`config.mk`:
```
export PLATFORM = sky130hd
export DESIGN_NAME = dual_cmp_pwm_timer
export DESIGN_NICKNAME = d
export VERILOG_FILES = /design/src/rtl/pwmt_pkg.sv /design/src/rtl/pwmt_start_gate.sv /design/src/rtl/pwmt_counter.sv /design/src/rtl/pwmt_out_stage.sv /design/src/rtl/dual_cmp_pwm_timer.sv
export SDC_FILE = /design/constraint.sdc
export NUM_CORES = 1
export LEC_CHECK = 0
export ABC_AREA = 0
export BUFFER_PORTS_ARGS = -buffer_cell sky130_fd_sc_hd__buf_2
export CAP_MARGIN = 20
export CORE_UTILIZATION = 48
export CTS_CLUSTER_SIZE = 12
export DETAILED_ROUTE_END_ITERATION = 16
export PLACE_DENSITY = 0.81
export SETUP_SLACK_MARGIN = 0.2
export SYNTH_ARGS = -nofsm -noshare
export SYNTH_HDL_FRONTEND = slang
export SYNTH_HIERARCHICAL = 1
export SYNTH_SLANG_ARGS = --single-unit
```
`constraint.sdc`:
```
create_clock -name clk -period 4.2 [get_ports clk]
set_input_delay 0.63 -clock clk [delete_from_list [all_inputs] [get_ports clk]]
set_output_delay 0.63 -clock clk [all_outputs]
set_load 0.02 [all_outputs]
```
`src/rtl/pwmt_pkg.sv`:
```
// Package: shared width default and a polarity helper for the PWM timer.
// Assumes: all timer modules take their counter width from here by default.
package pwmt_pkg;

    localparam int PWMT_CNT_W = 8;

    // Map the internal active flag to the pin level for a given polarity.
    function automatic logic apply_pol(input logic active, input logic inv);
        return active ^ inv;
    endfunction

endpackage

```
`src/rtl/pwmt_start_gate.sv`:
```
// Module: pwmt_start_gate
// Turns raw count strobes into qualified count steps. The first strobe after
// each enable is discarded. Assumes run is low whenever the timer is idle.
module pwmt_start_gate (
    input  logic clk,
    input  logic rst_n,
    input  logic run,
    input  logic tick,
    output logic step
);

    logic mask_q;

    // Mask flag: armed in reset or while idle, cleared by the first strobe.
    always_ff @(posedge clk) begin
        if (!rst_n || !run) begin
            mask_q <= 1'b1;
        end else if (tick) begin
            mask_q <= 1'b0;
        end
    end

    // A step is a strobe that arrives while running and unmasked.
    always_comb begin
        step = run & tick & ~mask_q;
    end

    // the strobe that clears the mask must not count.
    assert_first_tick_swallowed_R2: assert property (@(posedge clk) disable iff (!rst_n)
        (run && $past(run) && $fell(mask_q)) |-> !$past(step));

endmodule

```
`src/rtl/pwmt_counter.sv`:
```
// Module: pwmt_counter
// Up-counter with period and duty comparators. It clears on a period match
// and counts through a duty match. Assumes duty < period while running.
module pwmt_counter #(
    parameter int CNT_W = pwmt_pkg::PWMT_CNT_W
) (
    input  logic             clk,
    input  logic             rst_n,
    input  logic             run,
    input  logic             step,
    input  logic [CNT_W-1:0] period,
    input  logic [CNT_W-1:0] duty,
    output logic [CNT_W-1:0] count,
    output logic             period_hit,
    output logic             duty_hit
);

    logic [CNT_W-1:0] count_q;

    // Comparator outputs, qualified by a real count step.
    always_comb begin
        period_hit = step && (count_q == period);
        duty_hit   = step && (count_q == duty) && !period_hit;
    end

    // Counter register: cleared when idle or on period match, else steps.
    always_ff @(posedge clk) begin
        if (!rst_n || !run) begin
            count_q <= '0;
        end else if (period_hit) begin
            count_q <= '0;
        end else if (step) begin
            count_q <= count_q + 1'b1;
        end
    end

    assign count = count_q;

    // a non-wrapping step advances the count by exactly one.
    assert_step_increments_R3: assert property (@(posedge clk) disable iff (!rst_n)
        (run && step && count_q != period) |=> count_q == CNT_W'($past(count_q) + 1'b1));

    // a period match always returns the counter to zero.
    assert_period_clears_R4: assert property (@(posedge clk) disable iff (!rst_n)
        (run && period_hit) |=> count_q == '0);

endmodule

```
`src/rtl/pwmt_out_stage.sv`:
```
// Module: pwmt_out_stage
// Holds the waveform's active flag and the interrupt pulse register, and
// applies output polarity. Assumes hits come only from qualified steps.
module pwmt_out_stage (
    input  logic clk,
    input  logic rst_n,
    input  logic run,
    input  logic period_hit,
    input  logic duty_hit,
    input  logic pol_hi,
    output logic pwm_out,
    output logic irq_pulse
);

    logic active_q;
    logic irq_q;

    // Active flag: set by a period match, cleared by a duty match or idle.
    always_ff @(posedge clk) begin
        if (!rst_n || !run) begin
            active_q <= 1'b0;
        end else if (period_hit) begin
            active_q <= 1'b1;
        end else if (duty_hit) begin
            active_q <= 1'b0;
        end
    end

    // Interrupt register: one clock after each period match.
    always_ff @(posedge clk) begin
        if (!rst_n) begin
            irq_q <= 1'b0;
        end else begin
            irq_q <= run & period_hit;
        end
    end

    // Pin level: the active flag passed through the polarity select.
    always_comb begin
        pwm_out = pwmt_pkg::apply_pol(active_q, pol_hi);
    end

    assign irq_pulse = irq_q;

    // the waveform only turns active on a period match.
    assert_active_from_period_R6: assert property (@(posedge clk) disable iff (!rst_n)
        $rose(active_q) |-> $past(period_hit));

    // the interrupt is only raised after a period match.
    assert_irq_after_match_R10: assert property (@(posedge clk) disable iff (!rst_n)
        irq_q |-> $past(period_hit));

endmodule

```
`src/rtl/dual_cmp_pwm_timer.sv`:
```
// Module: dual_cmp_pwm_timer (top)
// PWM timer with a period compare (wrap, activate, interrupt) and a duty
// compare (deactivate only). Assumes duty_cmp < period_cmp while enabled.
module dual_cmp_pwm_timer #(
    parameter int CNT_W = pwmt_pkg::PWMT_CNT_W
) (
    input  logic             clk,
    input  logic             rst_n,
    input  logic             cnt_tick,
    input  logic             tmr_en,
    input  logic             pol_hi,
    input  logic [CNT_W-1:0] period_cmp,
    input  logic [CNT_W-1:0] duty_cmp,
    output logic             pwm_out,
    output logic             irq_pulse,
    output logic [CNT_W-1:0] count_val
);

    logic step;
    logic period_hit;
    logic duty_hit;

    pwmt_start_gate u_gate (
        .clk   (clk),
        .rst_n (rst_n),
        .run   (tmr_en),
        .tick  (cnt_tick),
        .step  (step)
    );

    pwmt_counter #(.CNT_W(CNT_W)) u_cnt (
        .clk        (clk),
        .rst_n      (rst_n),
        .run        (tmr_en),
        .step       (step),
        .period     (period_cmp),
        .duty       (duty_cmp),
        .count      (count_val),
        .period_hit (period_hit),
        .duty_hit   (duty_hit)
    );

    pwmt_out_stage u_out (
        .clk        (clk),
        .rst_n      (rst_n),
        .run        (tmr_en),
        .period_hit (period_hit),
        .duty_hit   (duty_hit),
        .pol_hi     (pol_hi),
        .pwm_out    (pwm_out),
        .irq_pulse  (irq_pulse)
    );

    // an idle edge leaves the counter at zero with no interrupt.
    assert_disable_clears_R9: assert property (@(posedge clk) disable iff (!rst_n)
        !tmr_en |=> (count_val == '0 && !irq_pulse));

    // without a strobe, the count does not move while enabled.
    assert_hold_without_tick_R3: assert property (@(posedge clk) disable iff (!rst_n)
        (tmr_en && !cnt_tick) |=> $stable(count_val));

    // the interrupt pulse is one clock wide and lands on a zero count.
    assert_irq_single_R4: assert property (@(posedge clk) disable iff (!rst_n)
        irq_pulse |-> (count_val == '0) ##1 !irq_pulse);

endmodule

```
==> results.json <==
{
  "post-place-cells": 114,
  "rsz0062_at_grt": "no",
  "worstHoldPathType": "register to register",
  "reg2reg_from": "u_gate/mask_q",
  "gp_congestion": 0.797,
  "root_buffer": "clkbuf_4",
  "drc": 0,
  "hp-start": "u_gate/mask_q",
  "yosysTopAreaCellShare_pct": 32.2,
  "ys_seq_elements": 11,
  "p_leak_nw": 0.396,
  "fin_cells": 118,
  "synth_area_per_cell_um2": 9.51,
  "worstSetupStartpoint": "tmr_en",
  "die_x_um": 39.8,
  "rows": 13,
  "timing.fmax_mhz": 538,
  "yosys_warnings": 6,
  "grt_max_degree": 12,
  "die_y_um": 39.8,
  "fp.dieArea_um2": 1580,
  "status": "completed",
  "clockBufferDepth": 2,
  "cts_sinks": 11,
  "syn_to_final_growth_pct": 24.5,
  "grtUsageTotal_pct": 17.9,
  "worst-path-buf-inv": 1,
  "finalMaxSlewViolations": 0,
  "gr-total-overflow": 0,
  "post_cts_buffers": 0,
  "insertedDiodeCount": 0,
  "slew_headroom_pct": 70.8,
  "cts.reportedPaths.clkPinSlew_ps": 60,
  "crit_fanout": 11,
  "slowest_stage": "nor3_4",
  "initial_utilization_pct": 51.9,
  "final-hold-violation-count": 0,
  "use_met1_pct": 25.7,
  "endpoint_kind": "register",
  "drive_gt1_share_pct": 36.9,
  "first_pass_iters": 4,
  "cts_resized": 0,
  "wl_per_cell_um": 11.2,
  "drtIter0Drc": 11,
  "finalSetupTns_ps": 0,
  "skew_ps": 1.63,
  "synthArstFlopShare_pct": 0,
  "ir_drop_mv": 0.169,
  "syn_area_um2": 684,
  "finalInstanceArea_um2": 852,
  "cts_tree": "done",
  "layout.nets": 126,
  "setup_viol": 0,
  "numCtsBuffers": 3,
  "worstMarginPinSlew_ps": 436,
  "grtUsageMet2_pct": 25.4,
  "core_um2": 1320,
  "htreeDepth": 1,
  "synth-seq-area-share_pct": 32.2,
  "grt_pass1_wl_um": 1860,
  "yosys.area.top_type": "dfxtp_1",
  "synth_fp_nets": 94,
  "critPathRequiredTime_ps": 4400,
  "clock_latency_ps": 260,
  "fin_crit_sh_pct": 44.3,
  "worstSetupPathType": "input pin to register",
  "worstPathArrival_ps": 2060,
  "port_buffers": 30,
  "syn_inst": 72,
  "yosysMostFrequentCell": "xnor2_1",
  "io_pins": 31,
  "finalCriticalPeriod_ps": 1860,
  "antenna_found_initial": 0,
  "yosys-top-cells-count": "14 x xnor2_1, 11 x dfxtp_1, 9 x xor2_1",
  "synth_edf_count": 0,
  "utilization_pct": 64.7,
  "via_per_inst": 5.19,
  "cpLargestDelayFamily": "simple AND/OR/NAND/NOR gates",
  "hold_buffers": 0,
  "grt_pass1_vias": 446,
  "top_usage_layer": "met1",
  "grt_use_met3_pct": 1.70,
  "post-dp-hpwl_um": 1050,
  "synth-main-ff-cell": "dfxtp_1",
  "vias": 613,
  "start_kind": "input pin",
  "yosys-top-cells-area": "dfxtp_1 32%, xnor2_1 18%, xor2_1 12%, nor3_1 5.9%, nand4_1 3.7%",
  "wl_um": 1320,
  "crit_chain": "buf_2 > and3_1 > nand4_1 > nor3_4 > nor3_1 > nor2b_1 > o211a_1",
  "ant_nets": 0,
  "power_density_nw_per_um2": 232,
  "placed_cell_area_um2": 826,
  "drv_cap": 0,
  "crit_path_max_incr_delay_ps": 390,
  "yosysUniqueCellTypes": 21
}
power by group:
group | switching [mW] | total, mW | internal [mW] | leakage [nW]
registers | 0.000309 | 0.105 | 0.105 | 0.0888
clock network | 0.0309 | 0.0675 | 0.0366 | 0.0150
logic | 0.0113 | 0.0247 | 0.0134 | 0.292
total | 0.0425 | 0.197 | 0.155 | 0.396
worst reg2reg max path: stages (launching register included):
cell     delay (ps)
dfxtp_1         300
inv_1            70
and3_1          330
nand4_1         190
nor3_4          390
nor3_1          120
nor2b_1         130
o211a_1         140
cells in the final DEF, fill, tap and decap left out:
cell,n
and3_1,3
buf_2,30
clkbuf_1,1
clkbuf_4,3
dfxtp_1,11
ha_1,1
inv_1,1
mux2i_1,1
nand2_1,5
nand3_1,3
nand4_1,4
nor2_1,1
nor2b_1,1
nor3_1,8
nor3_2,2
nor3_4,1
nor4_1,1
o211a_1,1
o211ai_2,1
xnor2_1,14
xnor2_2,1
xor2_1,9
flip-flops by register name, indices dropped and copies added, names as in the netlist:
| register | cells |
|---|---|
| u_out/active_q | 1 |
| u_gate/mask_q | 1 |
| u_out/irq_pulse | 1 |
| u_cnt/count | 8 |
final timing paths:
kind	depth (start not counted)	end	slack, ps
max reg2reg	7	u_out/active_q	2480
max	7	u_out/active_q	2340
min	2	u_gate/mask_q	500
min reg2reg	2	u_gate/mask_q	500
final cells by class:
| type | instances | area, um2 |
|---|---|---|
| flip-flops and latches | 11 | 220 |
| repair buffers | 30 | 150 |
| well taps | 15 | 18.8 |
| fillers | 124 | 465 |
| multi-input cells | 57 | 433 |
| clock buffers | 4 | 26.3 |
| inverters | 1 | 3.75 |
logic make-up after synthesis:
kind of cell               count (synthesis)  synth area share, %
DFF                                       11                 32.2
xor gates and xnor gates                  24                 31.8
muxes                                      1                 1.46
adders and majority gates                  1                 1.83
and+or+nand+nor                           29                 24.9
buffers and inverters                      4                 4.57
AOI/OAI and AO/OA                          2                 3.29
stage by stage:
stage	power, mW	hold slack (ps)	worst slack (ps)
6_report	0.197	496	2340
5_1_grt	0.208	524	2210
4_1_cts	0.201	502	2360
3_5_place_dp	0.132	491	2080
3_3_place_gp	0.132	479	2170
2_1_floorplan	0.119	468	2450
metal layers:
| metal | vias up | part of all wire [%] |
|---|---|---|
| met1 | 278 | 45 |
| met3 | 2 | 5.1 |
| li1 | 312 | - |
| met2 | 21 | 49 |
| met4 | 0 | 0.83 |
| met5 | - | 0 |
Power figures use the tool's default switching activity.
